[config.mk]
export PLATFORM = sky130hd
export DESIGN_NAME = uart_bypass_router
export DESIGN_NICKNAME = d
export VERILOG_FILES = /design/src/rtl/ubr_pkg.sv /design/src/rtl/ubr_mode_fsm.sv /design/src/rtl/ubr_host_mux.sv /design/src/rtl/ubr_gp_mux.sv /design/src/rtl/uart_bypass_router.sv
export SDC_FILE = /design/constraint.sdc
export NUM_CORES = 1
export LEC_CHECK = 0
export ABC_AREA = 1
export BUFFER_PORTS_ARGS = -buffer_cell sky130_fd_sc_hd__buf_2
export CELL_PAD_IN_SITES_DETAIL_PLACEMENT = 0
export CELL_PAD_IN_SITES_GLOBAL_PLACEMENT = 1
export CORE_UTILIZATION = 15
export DETAILED_ROUTE_END_ITERATION = 10
export PLACE_DENSITY = 0.83
export SLEW_MARGIN = 30
export SYNTH_ARGS = -nofsm -noshare
export SYNTH_HDL_FRONTEND = slang
export SYNTH_HIERARCHICAL = 1
export SYNTH_SLANG_ARGS = --single-unit
[constraint.sdc]
create_clock -name clk -period 1.76 [get_ports clk]
set_input_delay 0.088 -clock clk [delete_from_list [all_inputs] [get_ports clk]]
set_output_delay 0.088 -clock clk [all_outputs]
set_load 0.03 [all_outputs]
[src/rtl/ubr_pkg.sv]
// Package: shared routing state and control word for the UART bypass router.
// Assumes a single clock domain for the whole router.
package ubr_pkg;

    // Routing state of the router.
    typedef enum logic [1:0] {
        RT_TRI  = 2'd0,   // pads released (reset)
        RT_HOST = 2'd1,   // host pads on the on-chip UART
        RT_PARK = 2'd2,   // muxes moved, bypass pins undriven
        RT_BYP  = 2'd3    // bypass fully active
    } route_t;

    // Registered control word decoded from the next state.
    typedef struct packed {
        logic host_oe;    // host pad drive permitted
        logic sel_byp;    // data muxes select the bypass path
        logic byp_oe;     // bypass output pins may drive
        logic sleep;      // deep-sleep request
    } route_ctl_t;

    // Control word for a given state.
    function automatic route_ctl_t ctl_of(route_t st);
        route_ctl_t c;
        c.host_oe = (st != RT_TRI);
        c.sel_byp = (st == RT_PARK) || (st == RT_BYP);
        c.byp_oe  = (st == RT_BYP);
        c.sleep   = (st == RT_BYP);
        return c;
    endfunction

endpackage

[src/rtl/ubr_mode_fsm.sv]
// Module: routing-state sequencer. It holds the sticky routing state and
// registers the control word, so that every control output comes
// straight from a flop. Assumes byp_cmd is synchronous to clk. The only
// exit from bypass is the synchronous active-low reset.
module ubr_mode_fsm
    import ubr_pkg::*;
(
    input  logic       clk,
    input  logic       rst_n,
    input  logic       byp_cmd,
    input  logic       link_idle,
    output route_ctl_t ctl
);

    route_t     state_q;
    route_t     state_d;
    route_ctl_t ctl_q;

    // Next-state rule: tri -> host, host -> park on an accepted request,
    // park -> bypass, bypass holds.
    always_comb begin
        state_d = state_q;
        unique case (state_q)
            RT_TRI:  state_d = RT_HOST;
            RT_HOST: if (byp_cmd && link_idle) state_d = RT_PARK;
            RT_PARK: state_d = RT_BYP;
            RT_BYP:  state_d = RT_BYP;
            default: state_d = RT_TRI;
        endcase
    end

    // State and control registers with synchronous reset.
    always_ff @(posedge clk) begin
        if (!rst_n) begin
            state_q <= RT_TRI;
            ctl_q   <= ctl_of(RT_TRI);
        end else begin
            state_q <= state_d;
            ctl_q   <= ctl_of(state_d);
        end
    end

    assign ctl = ctl_q;

endmodule

[src/rtl/ubr_host_mux.sv]
// Module: host-side multiplexer. It picks the data for the host transmit
// and request pads, and what the on-chip UART receives. Assumes sel_byp
// and host_oe come from flops. The enables are also gated by rst_n, so
// that the pads are released in the very cycle reset is held.
module ubr_host_mux (
    input  logic rst_n,
    input  logic host_oe,
    input  logic sel_byp,
    input  logic core_tx,
    input  logic core_rts_n,
    input  logic pad_rx_i,
    input  logic pad_cts_i,
    input  logic alt_tx,
    input  logic alt_rts,
    output logic pad_tx_o,
    output logic pad_tx_oe,
    output logic pad_rts_o,
    output logic pad_rts_oe,
    output logic core_rx,
    output logic core_cts_n
);

    // Pad data source: on-chip UART or the bypass pins.
    always_comb begin
        pad_tx_o  = sel_byp ? alt_tx  : core_tx;
        pad_rts_o = sel_byp ? alt_rts : core_rts_n;
    end

    // Pad enables: released in reset, otherwise held on.
    always_comb begin
        pad_tx_oe  = host_oe & rst_n;
        pad_rts_oe = host_oe & rst_n;
    end

    // On-chip UART inputs are parked idle-high while bypassed.
    always_comb begin
        core_rx    = sel_byp ? 1'b1 : pad_rx_i;
        core_cts_n = sel_byp ? 1'b1 : pad_cts_i;
    end

endmodule

[src/rtl/ubr_gp_mux.sv]
// Module: general-purpose pin multiplexer. Four consecutive pins from
// BYP_BASE take the bypass roles in the order transmit source, request
// source, clear-to-send out, receive out. All other pins pass the normal
// direction and value registers unchanged. Assumes BYP_BASE+4 <= GP_W.
module ubr_gp_mux #(
    parameter int GP_W     = 8,
    parameter int BYP_BASE = 4
) (
    input  logic            sel_byp,
    input  logic            byp_oe,
    input  logic [GP_W-1:0] gp_dir,
    input  logic [GP_W-1:0] gp_val,
    input  logic            pad_rx_i,
    input  logic            pad_cts_i,
    output logic [GP_W-1:0] gp_o,
    output logic [GP_W-1:0] gp_oe
);

    localparam int ROLE_CTS = 2;
    localparam int ROLE_RX  = 3;
    localparam int BYP_TOP  = BYP_BASE + 3;

    for (genvar i = 0; i < GP_W; i++) begin : g_pin
        if (i >= BYP_BASE && i <= BYP_TOP) begin : g_byp
            localparam int ROLE   = i - BYP_BASE;
            localparam bit IS_OUT = (ROLE == ROLE_CTS) || (ROLE == ROLE_RX);
            logic src;
            // Source for a driving bypass role.
            always_comb begin
                src = (ROLE == ROLE_CTS) ? pad_cts_i : pad_rx_i;
            end
            // Bypass pin: registers in default routing, role when bypassed.
            always_comb begin
                gp_o[i]  = sel_byp ? (IS_OUT ? src : 1'b0) : gp_val[i];
                gp_oe[i] = sel_byp ? (IS_OUT & byp_oe) : gp_dir[i];
            end
        end else begin : g_plain
            // Plain pin: normal registers only.
            always_comb begin
                gp_o[i]  = gp_val[i];
                gp_oe[i] = gp_dir[i];
            end
        end
    end

endmodule

[src/rtl/uart_bypass_router.sv]
// Module: top of the UART bypass router. It ties the sequencer to the
// host-side and general-purpose multiplexers. Assumes a synchronous
// active-low reset and BYP_BASE+4 <= GP_W.
module uart_bypass_router #(
    parameter int GP_W     = 8,
    parameter int BYP_BASE = 4
) (
    input  logic            clk,
    input  logic            rst_n,
    input  logic            byp_cmd,
    input  logic            link_idle,
    input  logic            core_tx,
    input  logic            core_rts_n,
    output logic            core_rx,
    output logic            core_cts_n,
    output logic            pad_tx_o,
    output logic            pad_tx_oe,
    output logic            pad_rts_o,
    output logic            pad_rts_oe,
    input  logic            pad_rx_i,
    input  logic            pad_cts_i,
    input  logic [GP_W-1:0] gp_dir,
    input  logic [GP_W-1:0] gp_val,
    input  logic [GP_W-1:0] gp_i,
    output logic [GP_W-1:0] gp_o,
    output logic [GP_W-1:0] gp_oe,
    output logic            sleep_req
);
    import ubr_pkg::*;

    localparam int IDX_TX  = BYP_BASE;
    localparam int IDX_RTS = BYP_BASE + 1;

    route_ctl_t ctl;
    logic       gp_in_unused;

    // Only the two bypass source pins are read here.
    assign gp_in_unused = ^gp_i;

    ubr_mode_fsm u_fsm (
        .clk       (clk),
        .rst_n     (rst_n),
        .byp_cmd   (byp_cmd),
        .link_idle (link_idle),
        .ctl       (ctl)
    );

    ubr_host_mux u_host (
        .rst_n      (rst_n),
        .host_oe    (ctl.host_oe),
        .sel_byp    (ctl.sel_byp),
        .core_tx    (core_tx),
        .core_rts_n (core_rts_n),
        .pad_rx_i   (pad_rx_i),
        .pad_cts_i  (pad_cts_i),
        .alt_tx     (gp_i[IDX_TX]),
        .alt_rts    (gp_i[IDX_RTS]),
        .pad_tx_o   (pad_tx_o),
        .pad_tx_oe  (pad_tx_oe),
        .pad_rts_o  (pad_rts_o),
        .pad_rts_oe (pad_rts_oe),
        .core_rx    (core_rx),
        .core_cts_n (core_cts_n)
    );

    ubr_gp_mux #(.GP_W(GP_W), .BYP_BASE(BYP_BASE)) u_gp (
        .sel_byp   (ctl.sel_byp),
        .byp_oe    (ctl.byp_oe),
        .gp_dir    (gp_dir),
        .gp_val    (gp_val),
        .pad_rx_i  (pad_rx_i),
        .pad_cts_i (pad_cts_i),
        .gp_o      (gp_o),
        .gp_oe     (gp_oe)
    );

    // Sleep request straight from its flop.
    assign sleep_req = ctl.sleep;

endmodule

# Word-level counts from Yosys, hierarchy flattened
# Index checks and enable logic that the tools add are counted.
# W data, S select, Z words.
[word_totals]
regBits = 5
in_bits = 32
output_inout_bits = 23
word_cells = 29
[classes]
n_eq_ne = 5
mux = 14
bitwise = 1
reduce_logical = 5
[ops]
columns = ["op", "count"]
rows = [
  ["$mux W1", 12],
  ["$eq A2 B2 Y1 const B", 4],
  ["$pmux W2 S3", 1],
  ["$eq A2 B1 Y1 const B", 1],
  ["$logic_not A2 Y1", 1],
  ["$mux W2", 1],
  ["$reduce_bool A2 Y1", 1],
  ["$reduce_or A2 Y1", 1],
  ["$and A1 B1 Y1", 1],
  ["$logic_and A1 B1 Y1", 1],
  ["$logic_or A1 B1 Y1", 1],
]

# Longest topological paths before layout
# Gate-level depths: netlist (run 1).
[depth]
ltp_word = 5
ltp_mapped = 5

# Hierarchy
# The synthesis (run 1) kept the hierarchy.
[modules_own_cells]
columns = ["mod", "n_inst", "cells_per_inst", "area_each_um2", "seq_area_each_um2"]
rows = [
  ["ubr_gp_mux", 1, 29, 146.4, 0.0],
  ["ubr_mode_fsm", 1, 14, 128.9, 80.1],
  ["ubr_host_mux", 1, 12, 53.8, 0.0],
]

# Worst setup path before layout (run 1)
# Ideal clock, no wire load.
[synth_timing]
path_type = "flip-flop to output port"
from = "register u_fsm.ctl_q (netlist bit u_fsm/ctl[2])"
to = "output gp_o[4]"
arrival_time_ns = 0.972
setup_slack_ns = 0.700
path_stages_with_launch = 4
n_path_buf = 2
cell_sequence = "dfxtp_1 > buf_4 > buf_6 > nor2_1"
[synth_via]
elab_chain_cells = 1
[synth_rtl]
columns = ["item", "line_no", "text"]
rows = [
  ["from (decl)", "ubr_mode_fsm.sv:17", "route_ctl_t ctl_q;"],
  ["from (signal assigned)", "ubr_mode_fsm.sv:36", "ctl_q <= ctl_of(RT_TRI);"],
  ["from (signal assigned)", "ubr_mode_fsm.sv:39", "ctl_q <= ctl_of(state_d);"],
  ["$mux W1", "ubr_gp_mux.sv:34", "gp_o[i] = sel_byp ? (IS_OUT ? src : 1'b0) : gp_val[i];"],
  ["to (decl)", "uart_bypass_router.sv:25", "output logic [GP_W-1:0] gp_o,"],
]
# No other way between the ends.

# Worst setup path after layout (run 1)
[layout_timing]
from = "register u_fsm.ctl_q (netlist bit u_fsm/ctl[2])"
to = "output gp_oe[6]"
[layout_via]
elab_chain_cells = 1
[layout_rtl]
columns = ["item", "line_no", "text"]
rows = [
  ["$mux W1", "ubr_gp_mux.sv:35", "gp_oe[i] = sel_byp ? (IS_OUT & byp_oe) : gp_dir[i];"],
  ["to (decl)", "uart_bypass_router.sv:26", "output logic [GP_W-1:0] gp_oe,"],
]
# No other way between the ends.

==> results.yml, run 1 <==
detailed_routing:
  ant_nets: 0
  viasPerCell: 3.38
  num_vias: 351
  drt-initial-drc-count: 7
  dr.pass1.iters: 2
  wl_per_cell_um: 6.95
  drcViolationCount: 0
  routed_wl_um: 723
synthesis:
  syn_area_um2: 329
  yosys_register_bits: 4
  syn_nets: 87
  ys_seq_area_share_pct: 24.3
  syn_area_per_cell_um2: 5.98
  synthCells: 55
  synthDistinctLibCells: 11
  yosys_warnings: 6
clock_tree:
  clk_pin_slew_worst_paths_ps: 30
  tritoncts.num_buffers: 3
  cts_repair_resize_count: 0
  cts_tree: "yes"
  clk_latency_ps: 230
  cts_setup_buffers: 0
  cts-root-buf: "clkbuf_4"
  cts_hold_buf: 0
  clk_path_buf_depth: 2
  ctsHtreeMaxLevel: 1
  clock-sinks: 4
critical_path:
  critical-path-top-delay-family: "flip-flops"
  cp-end-kind: "output pin"
  cp_max_fo: 14
  path_cells: "nand2_1, nand2_1, buf_2"
  crit_top_cell: "nand2_1"
  cp-startpoint: "u_fsm/ctl[2]$_SDFF_PN0_"
  required_ps: 1670
  cpMaxStageDelayCell: "dfxtp_1"
  start_kind: "flip-flop"
  arrival_ps: 1230
  r2r-start: "u_fsm/ctl[2]$_SDFF_PN0_"
  worst-path-buf-inv: 1
  crit_type: "reg -> out"
  slowest_delay_ps: 570
power_and_ir_drop:
  power_density_nw_per_um2: 752
  vdd_ir_drop_max_v: 0.000292
  totalPowerFinal_uw: 337
  power.leakage_nw: 0.304
floorplan:
  design.core.area_um2: 2000
  start_util_pct: 16.4
  die_area_um2: 2380
  rows: 16
  die_height_um: 48.8
  ioPinCount: 55
  die_w_um: 48.8
sta:
  skew_ps: 3.85
  slew_viol_final: 0
  min_period_over_period_pct: 74.9
  clock.fmax_ghz: 0.759
  finalSetupViolations: 0
  finalCriticalPeriod_ps: 1320
  timing.final.ws_setup_ps: 443
  hold_violations: 0
  fin_tns_setup_ps: 0
  rsz0062_at_grt: "no"
  hold_slack_ps: 17.6
  relSlewSlack_pct: 71.1
  tightest_slew_ps: 433
place:
  dpl_cell_area_um2: 425
  gp_congestion: 0.572
  preCtsSetupSlack_ps: 649
  dp_hpwl_um: 594
  dp.cells: 101
  numPortBuffers: 32
flow_run:
  cap_violations: 0
layout:
  areaGrowthSynthToFinish_pct: 36.1
  final_util_pct: 22.4
  layout_common_cells: "buf_2 (32), nand2_1 (22), inv_1 (7)"
  nets: 111
  design_area_um2: 448
  layout_commonest_cell: "buf_2"
  stdcell_count: 104
  n_antenna_cell: 0
  drive_gt1_share_pct: 46.8
global_route:
  antenna_found_initial: 0
  grt_max_degree: 15
  grt_pass1_wl_um: 1140
  track_usage_pct: 6.61
  grt_pass1_vias: 288
  overflow: 0
status:
  run_status: "completed"
hold_path:
  hold_start: "rst_n"
  hold_class: "in -> reg"
==> final timing paths <==
path	endpoint	slack, ps	cells after the start
max	gp_oe[6]	440	3
min	u_fsm/ctl[3]$_SDFF_PN0_	20	1
max reg2reg	u_fsm/state_q[0]$_SDFF_PN0_	870	2
min reg2reg	u_fsm/ctl[2]$_SDFF_PN0_	470	2
==> sequential cells by signal (all words and copies together), names as in the netlist <==
name / cells
u_fsm/ctl: 3
u_fsm/state_q: 1
==> layer usage <==
| layer | global-route usage, % | wire length [um] | vias up | share of wire (%) |
|---|---|---|---|---|
| met5 | 0 | 0 | - | 0 |
| met4 | 5.39 | 4 | 0 | 0.55 |
| met3 | 3.74 | 65 | 2 | 9.0 |
| met2 | 9.72 | 346 | 11 | 48 |
| met1 | 6.79 | 306 | 143 | 42 |
| li1 | - | - | 195 | - |
==> Yosys cell counts, drive strengths merged <==
library cell | number | area share (%)
inv | 8 | 9.1
buf | 12 | 29
dfxtp | 4 | 24
nand3 | 1 | 1.5
clkbuf | 1 | 1.1
nand2 | 22 | 25
nand4 | 1 | 1.9
or2 | 2 | 3.8
nor2 | 4 | 4.6
==> worst reg2reg max path: cells and delay by family (launching register included) <==
family        cells  cell delay (ps)
simple gates      2              260
flops             1              570
==> power breakdown <==
group	total [mW]	switching, mW	internal [mW]	leakage (nW)
Sequential	0.103	0.00648	0.0966	0.0332
Clock	0.112	0.0362	0.0762	0.0138
Combinational	0.121	0.0802	0.0410	0.257
Total	0.337	0.123	0.214	0.304
==> cell families (layout without fill, tap and decap cells) <==
logic type             count (synthesis)  after routing  share of synthesized area, %
and+or+nand+nor                       30             30                          36.9
buffers and inverters                 21             43                          38.8
DFF                                    4              4                          24.3
==> cell type report <==
class / instances / area, um^2
clock buffer: 3 / 22.5
fill: 236 / 1550
inverter: 8 / 30.0
sequential: 4 / 80.1
multi-input combinational: 30 / 121
tap: 27 / 33.8
timing repair buffer: 32 / 160
(Power assumes the default switching activity.)
==> run 2, diff against run 1 <==
CORE_UTILIZATION = 12   (was 15)
PLACE_DENSITY = 0.72   (was 0.83)
clock period = 1.2 ns   (was 1.76 ns; I/O delays follow)
==> run 2 against run 1 <==
Compared with the run above: sequential power is 45% higher; largest cell class unchanged; sequential share of layout area is 0.25 points lower; critical path depth stayed put; total power is 49% higher; clock power is 49% higher; first-iteration DRC count is 71% lower; global-route usage is 1.4 points lower; setup slack worse by 350 ps; register-to-register slack worse by 340 ps; highest routed layer unchanged; die area is 24% higher; combinational power is 53% higher; routed wire length is 2.2% lower.
==> results.yml, run 2 (same netlist as run 1, synthesis figures left out) <==
status:
  run_status: "completed"
detailed_routing:
  num_vias: 368
  drt-initial-drc-count: 2
  routed_wl_um: 707
  dr.pass1.iters: 5
  viasPerCell: 3.38
  ant_nets: 0
  drcViolationCount: 0
  wl_per_cell_um: 6.49
clock_tree:
  cts-root-buf: "clkbuf_4"
  cts_tree: "yes"
  tritoncts.num_buffers: 3
  clk_latency_ps: 240
  cts_setup_buffers: 0
  clk_path_buf_depth: 2
  ctsHtreeMaxLevel: 1
  clk_pin_slew_worst_paths_ps: 40
  clock-sinks: 4
layout:
  nets: 113
  final_util_pct: 18.7
  drive_gt1_share_pct: 48.1
  layout_commonest_cell: "buf_2"
  design_area_um2: 475
  fill_cells: 287
  largest_reg_flops: 3
  n_antenna_cell: 0
  layout_common_cells: "buf_2 (31), nand2_1 (22), inv_1 (7)"
  multi_input_area_um2: 121
  areaGrowthSynthToFinish_pct: 44.5
  regArea_um2: 83.8
  stdcell_count: 109
floorplan:
  ioPinCount: 55
  rows: 18
  die_height_um: 54.4
  design.core.area_um2: 2540
  die_w_um: 54.4
  start_util_pct: 12.9
  die_area_um2: 2960
sta:
  fin_tns_setup_ps: 0
  min_period_over_period_pct: 92.3
  tightest_slew_ps: 161
  skew_ps: 6.90
  slew_viol_final: 0
  finalSetupViolations: 0
  clock.fmax_ghz: 0.903
  hold_violations: 0
  relSlewSlack_pct: 89.3
  finalCriticalPeriod_ps: 1110
  rsz0062_at_grt: "no"
place:
  dp.cells: 105
  numPortBuffers: 32
  dp_hpwl_um: 586
  gp_congestion: 0.566
  dpl_cell_area_um2: 437
power_and_ir_drop:
  totalPowerFinal_uw: 501
  vdd_ir_drop_max_v: 0.000480
  power.leakage_nw: 0.314
  power_density_nw_per_um2: 1050
global_route:
  grt_pass1_vias: 297
  grt_max_degree: 12
  overflow: 0
  track_usage_pct: 5.21
  grt_pass1_wl_um: 1070
  antenna_found_initial: 0
critical_path:
  start_kind: "flip-flop"
  cp-end-kind: "output pin"
  worst-r2r-setup-slack_ps: 530
  cp_max_fo: 11
  crit_type: "reg -> out"
  arrival_ps: 1050
  required_ps: 1140
flow_run:
  cap_violations: 0
hold_path:
  hold_class: "in -> reg"
run 2: cell count changes in the layout (fill, tap and decap cells not counted), sizes merged:
cell         delta
dlygate4sd3     +1
clkbuf          +1
run 2: stage by stage:
| stage | hold slack (ps) | setup slack (ps) |
|---|---|---|
| floorplan | 150 | 168 |
| global placement | 120 | 201 |
| detailed placement | 120 | 157 |
| CTS | 74.9 | 57.3 |
| global route | 83.9 | 4.15 |
| finish | 84.9 | 92.0 |
run 2: report_power, final:
| group | switching (mW) | leakage [nW] | internal [mW] |
|---|---|---|---|
| Sequential | 0.00811 | 0.0339 | 0.141 |
| Combinational | 0.119 | 0.267 | 0.0659 |
| Clock | 0.0549 | 0.0138 | 0.112 |
| Total | 0.182 | 0.314 | 0.319 |
run 2: cell type report:
| cell class | instances | share of cell area (%) |
|---|---|---|
| inverter | 8 | 6.32 |
| timing repair buffer | 34 | 37.9 |
| sequential | 4 | 17.6 |
| clock buffer | 3 | 4.74 |
| tap | 30 | 7.89 |
| multi-input combinational | 30 | 25.5 |
run 2: worst max-delay path, cell delays in order, from the launching register on:
cell and delay [ps]:
dfxtp_4 370, buf_4 150, nor2_1 90, buf_2 200
run 2: what timing repair did:
item | 4_1_cts | 5_1_grt
pin swaps | 0 | 0
endpoints found under the hold margin | 1 | 0
setup endpoints to repair | 12 | 4
hold buffers | 1 | 0
gates resized for setup | 1 | 2
run 2: path summary, 6_finish.rpt:
| path | startpoint | end | depth (start not counted) |
|---|---|---|---|
| setup / recovery | u_fsm/ctl[2]$_SDFF_PN0_ | gp_oe[4] | 3 |
| hold / removal | link_idle | u_fsm/ctl[2]$_SDFF_PN0_ | 3 |
| setup reg to reg | u_fsm/ctl[2]$_SDFF_PN0_ | u_fsm/state_q[0]$_SDFF_PN0_ | 2 |
| hold reg to reg | u_fsm/state_q[0]$_SDFF_PN0_ | u_fsm/ctl[2]$_SDFF_PN0_ | 2 |
run 2: routing by layer:
metal | routed length, um | up-vias | GRT usage [%]
met5 | 0 | - | 0
met4 | 5 | 0 | 2.99
met3 | 98 | 2 | 3.33
met2 | 331 | 25 | 9.15
met1 | 272 | 143 | 4.40
li1 | - | 198 | -
